===== config.mk =====
export PLATFORM = sky130hd
export DESIGN_NAME = pvic_top
export DESIGN_NICKNAME = d
export VERILOG_FILES = /design/src/rtl/pvic_pkg.sv /design/src/rtl/pvic_sync.sv /design/src/rtl/pvic_arbiter.sv /design/src/rtl/pvic_lvl_stack.sv /design/src/rtl/pvic_ack_fsm.sv /design/src/rtl/pvic_top.sv
export SDC_FILE = /design/constraint.sdc
export NUM_CORES = 1
export LEC_CHECK = 0
export BUFFER_PORTS_ARGS = -buffer_cell sky130_fd_sc_hd__clkbuf_2
export CELL_PAD_IN_SITES_DETAIL_PLACEMENT = 1
export CELL_PAD_IN_SITES_GLOBAL_PLACEMENT = 2
export CORE_UTILIZATION = 25
export DETAILED_ROUTE_END_ITERATION = 8
export GPL_TIMING_DRIVEN = 0
export PLACE_DENSITY = 0.58
export SYNTH_ARGS = -nofsm -noshare
export SYNTH_HDL_FRONTEND = slang
export SYNTH_HIERARCHICAL = 1
export SYNTH_SLANG_ARGS = --single-unit

===== constraint.sdc =====
create_clock -name clk -period 2.7 [get_ports clk]
set_input_delay 0.675 -clock clk [delete_from_list [all_inputs] [get_ports clk]]
set_output_delay 0.675 -clock clk [all_outputs]
set_load 0.005 [all_outputs]

===== src/rtl/pvic_pkg.sv =====
package pvic_pkg;
  typedef enum logic {
    ST_IDLE = 1'b0,
    ST_ACK  = 1'b1
  } hs_state_t;
endpackage


===== src/rtl/pvic_sync.sv =====
module pvic_sync #(
  parameter int W = 5
) (
  input  logic         clk,
  input  logic         rst,
  input  logic [W-1:0] d,
  output logic [W-1:0] q
);
  for (genvar g = 0; g < W; g++) begin : g_bit
    logic [1:0] sh;
    always_ff @(posedge clk) begin
      if (rst) sh <= 2'b00;
      else     sh <= {sh[0], d[g]};
    end
    assign q[g] = sh[1];
  end
endmodule


===== src/rtl/pvic_arbiter.sv =====
module pvic_arbiter #(
  parameter int N_IN  = 5,
  parameter int LVL_W = 3
) (
  input  logic [N_IN-1:0]  req,
  input  logic [LVL_W-1:0] cur_lvl,
  output logic             win_valid,
  output logic [N_IN-1:0]  win_onehot,
  output logic [LVL_W-1:0] win_lvl
);
  localparam int IDX_W = (N_IN > 1) ? $clog2(N_IN) : 1;

  logic [N_IN-1:0]  elig;
  logic [IDX_W-1:0] win_idx;

  // line i sits at level i+1; only strictly higher levels are eligible
  for (genvar g = 0; g < N_IN; g++) begin : g_elig
    assign elig[g] = req[g] && (LVL_W'(g + 1) > cur_lvl);
  end

  always_comb begin
    win_valid = 1'b0;
    win_idx   = '0;
    for (int i = 0; i < N_IN; i++) begin
      if (elig[i]) begin
        win_valid = 1'b1;
        win_idx   = IDX_W'(i);
      end
    end
  end

  assign win_onehot = win_valid ? (N_IN'(1) << win_idx) : '0;
  assign win_lvl    = LVL_W'(win_idx) + LVL_W'(1);
endmodule


===== src/rtl/pvic_lvl_stack.sv =====
module pvic_lvl_stack #(
  parameter int DEPTH = 5,
  parameter int W     = 3
) (
  input  logic         clk,
  input  logic         rst,
  input  logic         push,
  input  logic         pop,
  input  logic [W-1:0] din,
  output logic [W-1:0] top,
  output logic         empty,
  output logic         full
);
  localparam int SP_W   = $clog2(DEPTH + 1);
  localparam int ADDR_W = (DEPTH > 1) ? $clog2(DEPTH) : 1;

  logic [W-1:0]    mem [DEPTH];
  logic [SP_W-1:0] sp;
  logic [SP_W-1:0] sp_m1;

  assign sp_m1 = sp - SP_W'(1);
  assign empty = (sp == '0);
  assign full  = (sp == SP_W'(DEPTH));

  // storage without reset so it can map onto memory
  always_ff @(posedge clk) begin
    if (push) mem[sp[ADDR_W-1:0]] <= din;
  end

  always_ff @(posedge clk) begin
    if (rst)       sp <= '0;
    else if (push) sp <= sp + SP_W'(1);
    else if (pop)  sp <= sp_m1;
  end

  assign top = empty ? '0 : mem[sp_m1[ADDR_W-1:0]];

  AST_NO_UNDERFLOW: assert property (@(posedge clk) disable iff (rst) pop |-> !empty);
  AST_PUSH_POP_EXCL: assert property (@(posedge clk) disable iff (rst) !(push && pop));
endmodule


===== src/rtl/pvic_ack_fsm.sv =====
module pvic_ack_fsm
  import pvic_pkg::*;
#(
  parameter int N_IN      = 5,
  parameter int VEC_W     = 4,
  parameter int TMO_LIMIT = 8
) (
  input  logic             clk,
  input  logic             rst,
  input  logic             start,
  input  logic [N_IN-1:0]  start_oh,
  input  logic             vec_valid,
  input  logic [VEC_W-1:0] vec_data,
  output logic [N_IN-1:0]  ack_vec,
  output logic             busy,
  output logic             tmo_fire,
  output logic             int_valid,
  output logic [VEC_W-1:0] int_vector,
  output logic             int_buserr
);
  localparam int CNT_W = 4;
  localparam logic [CNT_W-1:0] CNT_LAST = CNT_W'(TMO_LIMIT - 1);

  hs_state_t        st;
  logic [CNT_W-1:0] cnt;
  logic             cap_fire;

  assign busy     = (st == ST_ACK);
  assign cap_fire = busy && vec_valid;
  assign tmo_fire = busy && !vec_valid && (cnt == CNT_LAST);

  always_ff @(posedge clk) begin
    if (rst) begin
      st         <= ST_IDLE;
      cnt        <= '0;
      ack_vec    <= '0;
      int_valid  <= 1'b0;
      int_buserr <= 1'b0;
      int_vector <= '0;
    end else begin
      int_valid  <= cap_fire;
      int_buserr <= tmo_fire;
      if (cap_fire) int_vector <= vec_data;
      if (st == ST_IDLE) begin
        if (start) begin
          st      <= ST_ACK;
          ack_vec <= start_oh;
          cnt     <= '0;
        end
      end else begin
        if (cap_fire || tmo_fire) begin
          st      <= ST_IDLE;
          ack_vec <= '0;
        end else begin
          cnt <= cnt + CNT_W'(1);
        end
      end
    end
  end

  AST_ACK_ONEHOT: assert property (@(posedge clk) disable iff (rst) $onehot0(ack_vec));
  AST_ACK_END_REASON: assert property (@(posedge clk) disable iff (rst) $fell(|ack_vec) |-> (int_valid || int_buserr));
  AST_VALID_AFTER_ACK: assert property (@(posedge clk) disable iff (rst) int_valid |-> $past(|ack_vec));
  AST_RESULT_EXCL: assert property (@(posedge clk) disable iff (rst) !(int_valid && int_buserr));
  AST_RESULT_ACK_LOW: assert property (@(posedge clk) disable iff (rst) (int_valid || int_buserr) |-> (ack_vec == '0));
endmodule


===== src/rtl/pvic_top.sv =====
module pvic_top #(
  parameter int N_SRC     = 4,
  parameter int VEC_W     = 4,
  parameter int TMO_LIMIT = 8,
  localparam int LVL_W    = $clog2(N_SRC + 2)
) (
  input  logic             clk,
  input  logic             rst,
  input  logic [N_SRC-1:0] irq_req,
  input  logic             nmi_req,
  input  logic             cpu_ready,
  input  logic             cpu_eos,
  input  logic             vec_valid,
  input  logic [VEC_W-1:0] vec_data,
  output logic [N_SRC-1:0] dev_ack,
  output logic             nmi_ack,
  output logic             int_valid,
  output logic [VEC_W-1:0] int_vector,
  output logic             int_buserr,
  output logic [LVL_W-1:0] cur_level
);
  localparam int N_IN      = N_SRC + 1;
  localparam int STK_DEPTH = N_SRC + 1;

  logic [N_IN-1:0]  req_s;
  logic             nmi_d;
  logic             nmi_pend;
  logic             nmi_edge;
  logic [N_IN-1:0]  arb_req;
  logic             win_valid;
  logic [N_IN-1:0]  win_onehot;
  logic [LVL_W-1:0] win_lvl;
  logic             busy;
  logic             tmo_fire;
  logic             accept;
  logic             eos_pop;
  logic             stk_pop;
  logic [LVL_W-1:0] stk_top;
  logic             stk_empty;
  logic             stk_full;
  logic [N_IN-1:0]  ack_vec;

  pvic_sync #(.W(N_IN)) u_sync (
    .clk (clk),
    .rst (rst),
    .d   ({nmi_req, irq_req}),
    .q   (req_s)
  );

  assign nmi_edge = req_s[N_SRC] && !nmi_d;

  always_ff @(posedge clk) begin
    if (rst) begin
      nmi_d    <= 1'b0;
      nmi_pend <= 1'b0;
    end else begin
      nmi_d <= req_s[N_SRC];
      if (nmi_edge)                          nmi_pend <= 1'b1;
      else if (accept && win_onehot[N_SRC])  nmi_pend <= 1'b0;
    end
  end

  assign arb_req = {nmi_pend, req_s[N_SRC-1:0]};

  pvic_arbiter #(.N_IN(N_IN), .LVL_W(LVL_W)) u_arb (
    .req        (arb_req),
    .cur_lvl    (cur_level),
    .win_valid  (win_valid),
    .win_onehot (win_onehot),
    .win_lvl    (win_lvl)
  );

  assign accept  = win_valid && !busy && cpu_ready && !cpu_eos;
  assign eos_pop = cpu_eos && !busy && !stk_empty;
  assign stk_pop = eos_pop || tmo_fire;

  pvic_lvl_stack #(.DEPTH(STK_DEPTH), .W(LVL_W)) u_stack (
    .clk   (clk),
    .rst   (rst),
    .push  (accept),
    .pop   (stk_pop),
    .din   (cur_level),
    .top   (stk_top),
    .empty (stk_empty),
    .full  (stk_full)
  );

  always_ff @(posedge clk) begin
    if (rst)          cur_level <= '0;
    else if (accept)  cur_level <= win_lvl;
    else if (stk_pop) cur_level <= stk_top;
  end

  pvic_ack_fsm #(.N_IN(N_IN), .VEC_W(VEC_W), .TMO_LIMIT(TMO_LIMIT)) u_fsm (
    .clk        (clk),
    .rst        (rst),
    .start      (accept),
    .start_oh   (win_onehot),
    .vec_valid  (vec_valid),
    .vec_data   (vec_data),
    .ack_vec    (ack_vec),
    .busy       (busy),
    .tmo_fire   (tmo_fire),
    .int_valid  (int_valid),
    .int_vector (int_vector),
    .int_buserr (int_buserr)
  );

  assign dev_ack = ack_vec[N_SRC-1:0];
  assign nmi_ack = ack_vec[N_SRC];

  AST_NO_OVERFLOW: assert property (@(posedge clk) disable iff (rst) accept |-> !stk_full);
  AST_LEVEL_RISE: assert property (@(posedge clk) disable iff (rst) accept |=> (cur_level > $past(cur_level)));
  AST_READY_GATE: assert property (@(posedge clk) disable iff (rst) $rose(busy) |-> $past(cpu_ready));
  AST_EOS_IN_HANDSHAKE: assert property (@(posedge clk) disable iff (rst) (busy && cpu_eos && !tmo_fire) |=> $stable(cur_level));
endmodule


==> run_results.csv <==
group,metric,value,unit
run_status,status,"finished, final reports clean",
critical_path,critPathKind,"flip-flop to flip-flop",
cells_and_area,area_growth,17.6,%
sta,finClkSkew,0.00736,ns
sta,min_period,2.62,ns
sta,finalSetupTns,0,ns
cts,htreeDepth,2,
drt,vias_per_cell,4.61,
cts,cts_tree,"done",
cts,clock_latency,0.30,ns
drt,firstDrtPassIters,5,
cells_and_area,final_nets,276,
critical_path,endpoint_kind,"flip-flop",
die,core_area,0.00876,mm^2
drt,finalWirelength,4970,um
yosys,ys_warn_count,6,
sta,relSlewSlack,54.8,%
cells_and_area,multi_input_area,0.00103,mm^2
critical_path,path_max_fanout,12,
global_routing,overflow,0,
cells_and_area,seqCellArea,0.00113,mm^2
cells_and_area,n_antenna_cell,0,
cts,clock_path_buffers,2,
drt,drc_errors,0,
placement,dp_hpwl,3620,um
yosys,netlist_instances,221,
cts,cts_buffers,5,
sta,drv_slew,0,
run,max_cap_violations,0,
placement,port_buffers,26,
cells_and_area,fillCellCount,993,
die,die_width,97.4,um
global_routing,grt_pass1_wl,8550,um
die,start_util,26.0,%
global_routing,antenna_found_initial,0,
drt,vias,1672,
sta,fin_crit_sh,97.0,%
drt,dr.first_iter.drc_count,60,
global_routing,grt_max_degree,21,
yosys,avgSynthCellArea,10.3,um^2
power_and_ir_drop,power.density,803,mW/mm^2
sta,hold_viol_final,0,
hold_path,worst_hold_path_type,"flip-flop to flip-flop",
power_and_ir_drop,vdd.ir_drop.worst,0.265,mV
cells_and_area,final_cells,363,
cts,cts.clk_slew.worst_paths,0.09,ns
yosys,syn_nets,243,
die,fp.dieArea,0.00949,mm^2
global_routing,grt_pass1_vias,1663,
cells_and_area,drive_above_1_share,23.1,%
sta,rsz0062_at_grt,"yes",
cts,post_cts_buffers,0,
sta,max_freq,382,MHz
cts,cts_hold_buf,0,
power_and_ir_drop,total_power,2150,uW
die,rows,34,
cells_and_area,final_cell_mix,"dfxtp_1 (34), clkbuf_2 (27), nand2_1 (19)",
die,io_pins,28,
cts,cts.root.buffer_cell,"clkbuf_8",
critical_path,critPathRequiredTime,2.64,ns
critical_path,start_kind,"flip-flop",
cts,clock_sinks,49,
placement,dp.cells,355,
yosys,syn_area,0.00228,mm^2
global_routing,grt_util_all_layers,11.3,%
power_and_ir_drop,cellLeakagePower,0.000993,uW
sta,setup_viol,0,
sta,worst_pin_slew,0.676,ns
drt,wire_per_inst,13.7,um
cells_and_area,final_common_cell,"dfxtp_1",
critical_path,worstPathArrival,2.56,ns
drt,drt.antenna.violating_nets,0,
die,chipHeight,97.4,um
placement,place.gp.congestion,0.646,
-- stage by stage --
step / hold slack (ns) / cell area, um^2 / setup slack [ns] / util, %
after floorplan: 0.414 / 2280 / 0.454 / -
after global placement: 0.422 / 2540 / -0.160 / 29.0
after detailed placement: 0.430 / 2540 / -0.192 / 29.0
after CTS: 0.455 / 2670 / -0.201 / 30.4
after global routing: 0.459 / 2680 / -0.133 / 30.6
final: 0.449 / 2680 / 0.0818 / 30.6
-- power breakdown --
part	internal, uW	leakage [uW]	total, uW	switching [uW]
registers	855	0.000416	948	93.7
logic	302	0.000521	673	371
clock network	278	0.0000554	529	251
total	1440	0.000993	2150	715
-- repair_timing --
action,4_1_cts,5_1_grt
resized for setup,2,2
endpoints found under the setup margin,12,15
pin swaps,0,0
endpoints found under the hold margin,0,0
-- worst max-delay path, cell delays in order, from the launching register on --
cell       delay, ns
dfxtp_1         0.44
o21ai_1         0.17
and2_1          0.27
inv_2           0.08
nand3_1         0.13
nand4bb_4       0.18
inv_4           0.17
clkbuf_1        0.30
nor4b_2         0.52
-- cell type report --
class	instances	share of cell area [%]
Sequential cell	49	42.2
Tap cell	108	5.05
Buffer	13	3.18
Clock buffer	6	2.71
Timing Repair Buffer	26	4.86
Inverter	14	2.06
Multi-Input combinational cell	145	38.5
Clock inverter	2	1.45
-- sequential cells by signal (all words and copies together), names as in the netlist, 3 cells and up --
register and count:
u_stack/mem 15, u_sync/g_bit.sh 10, u_fsm/ack_vec 5, u_fsm/cnt 4, u_fsm/int_vector 4, cur_level 3
u_stack/sp 3
-- worst paths after layout --
path | from | end | slack [ns] | depth (start not counted)
max | cur_level[1]$_SDFFE_PP0P_ | u_stack/mem[0][0]$_DFFE_PP_ | 0.08 | 8
max reg2reg | cur_level[1]$_SDFFE_PP0P_ | u_stack/mem[0][0]$_DFFE_PP_ | 0.08 | 8
min reg2reg | u_sync/g_bit[1].sh[0]$_SDFF_PP0_ | u_sync/g_bit[1].sh[1]$_SDFF_PP0_ | 0.45 | 1
min | u_sync/g_bit[1].sh[0]$_SDFF_PP0_ | u_sync/g_bit[1].sh[1]$_SDFF_PP0_ | 0.45 | 1
-- metal layers --
metal	vias up	wire (um)	GRT usage (%)	part of all wire, %
met5	-	0	0	0
met4	0	70	3.73	1.4
met3	6	157	2.59	3.2
met2	29	2060	16.1	41
met1	790	2680	16.7	54
li1	847	-	-	-
(Power assumes the default switching activity.)
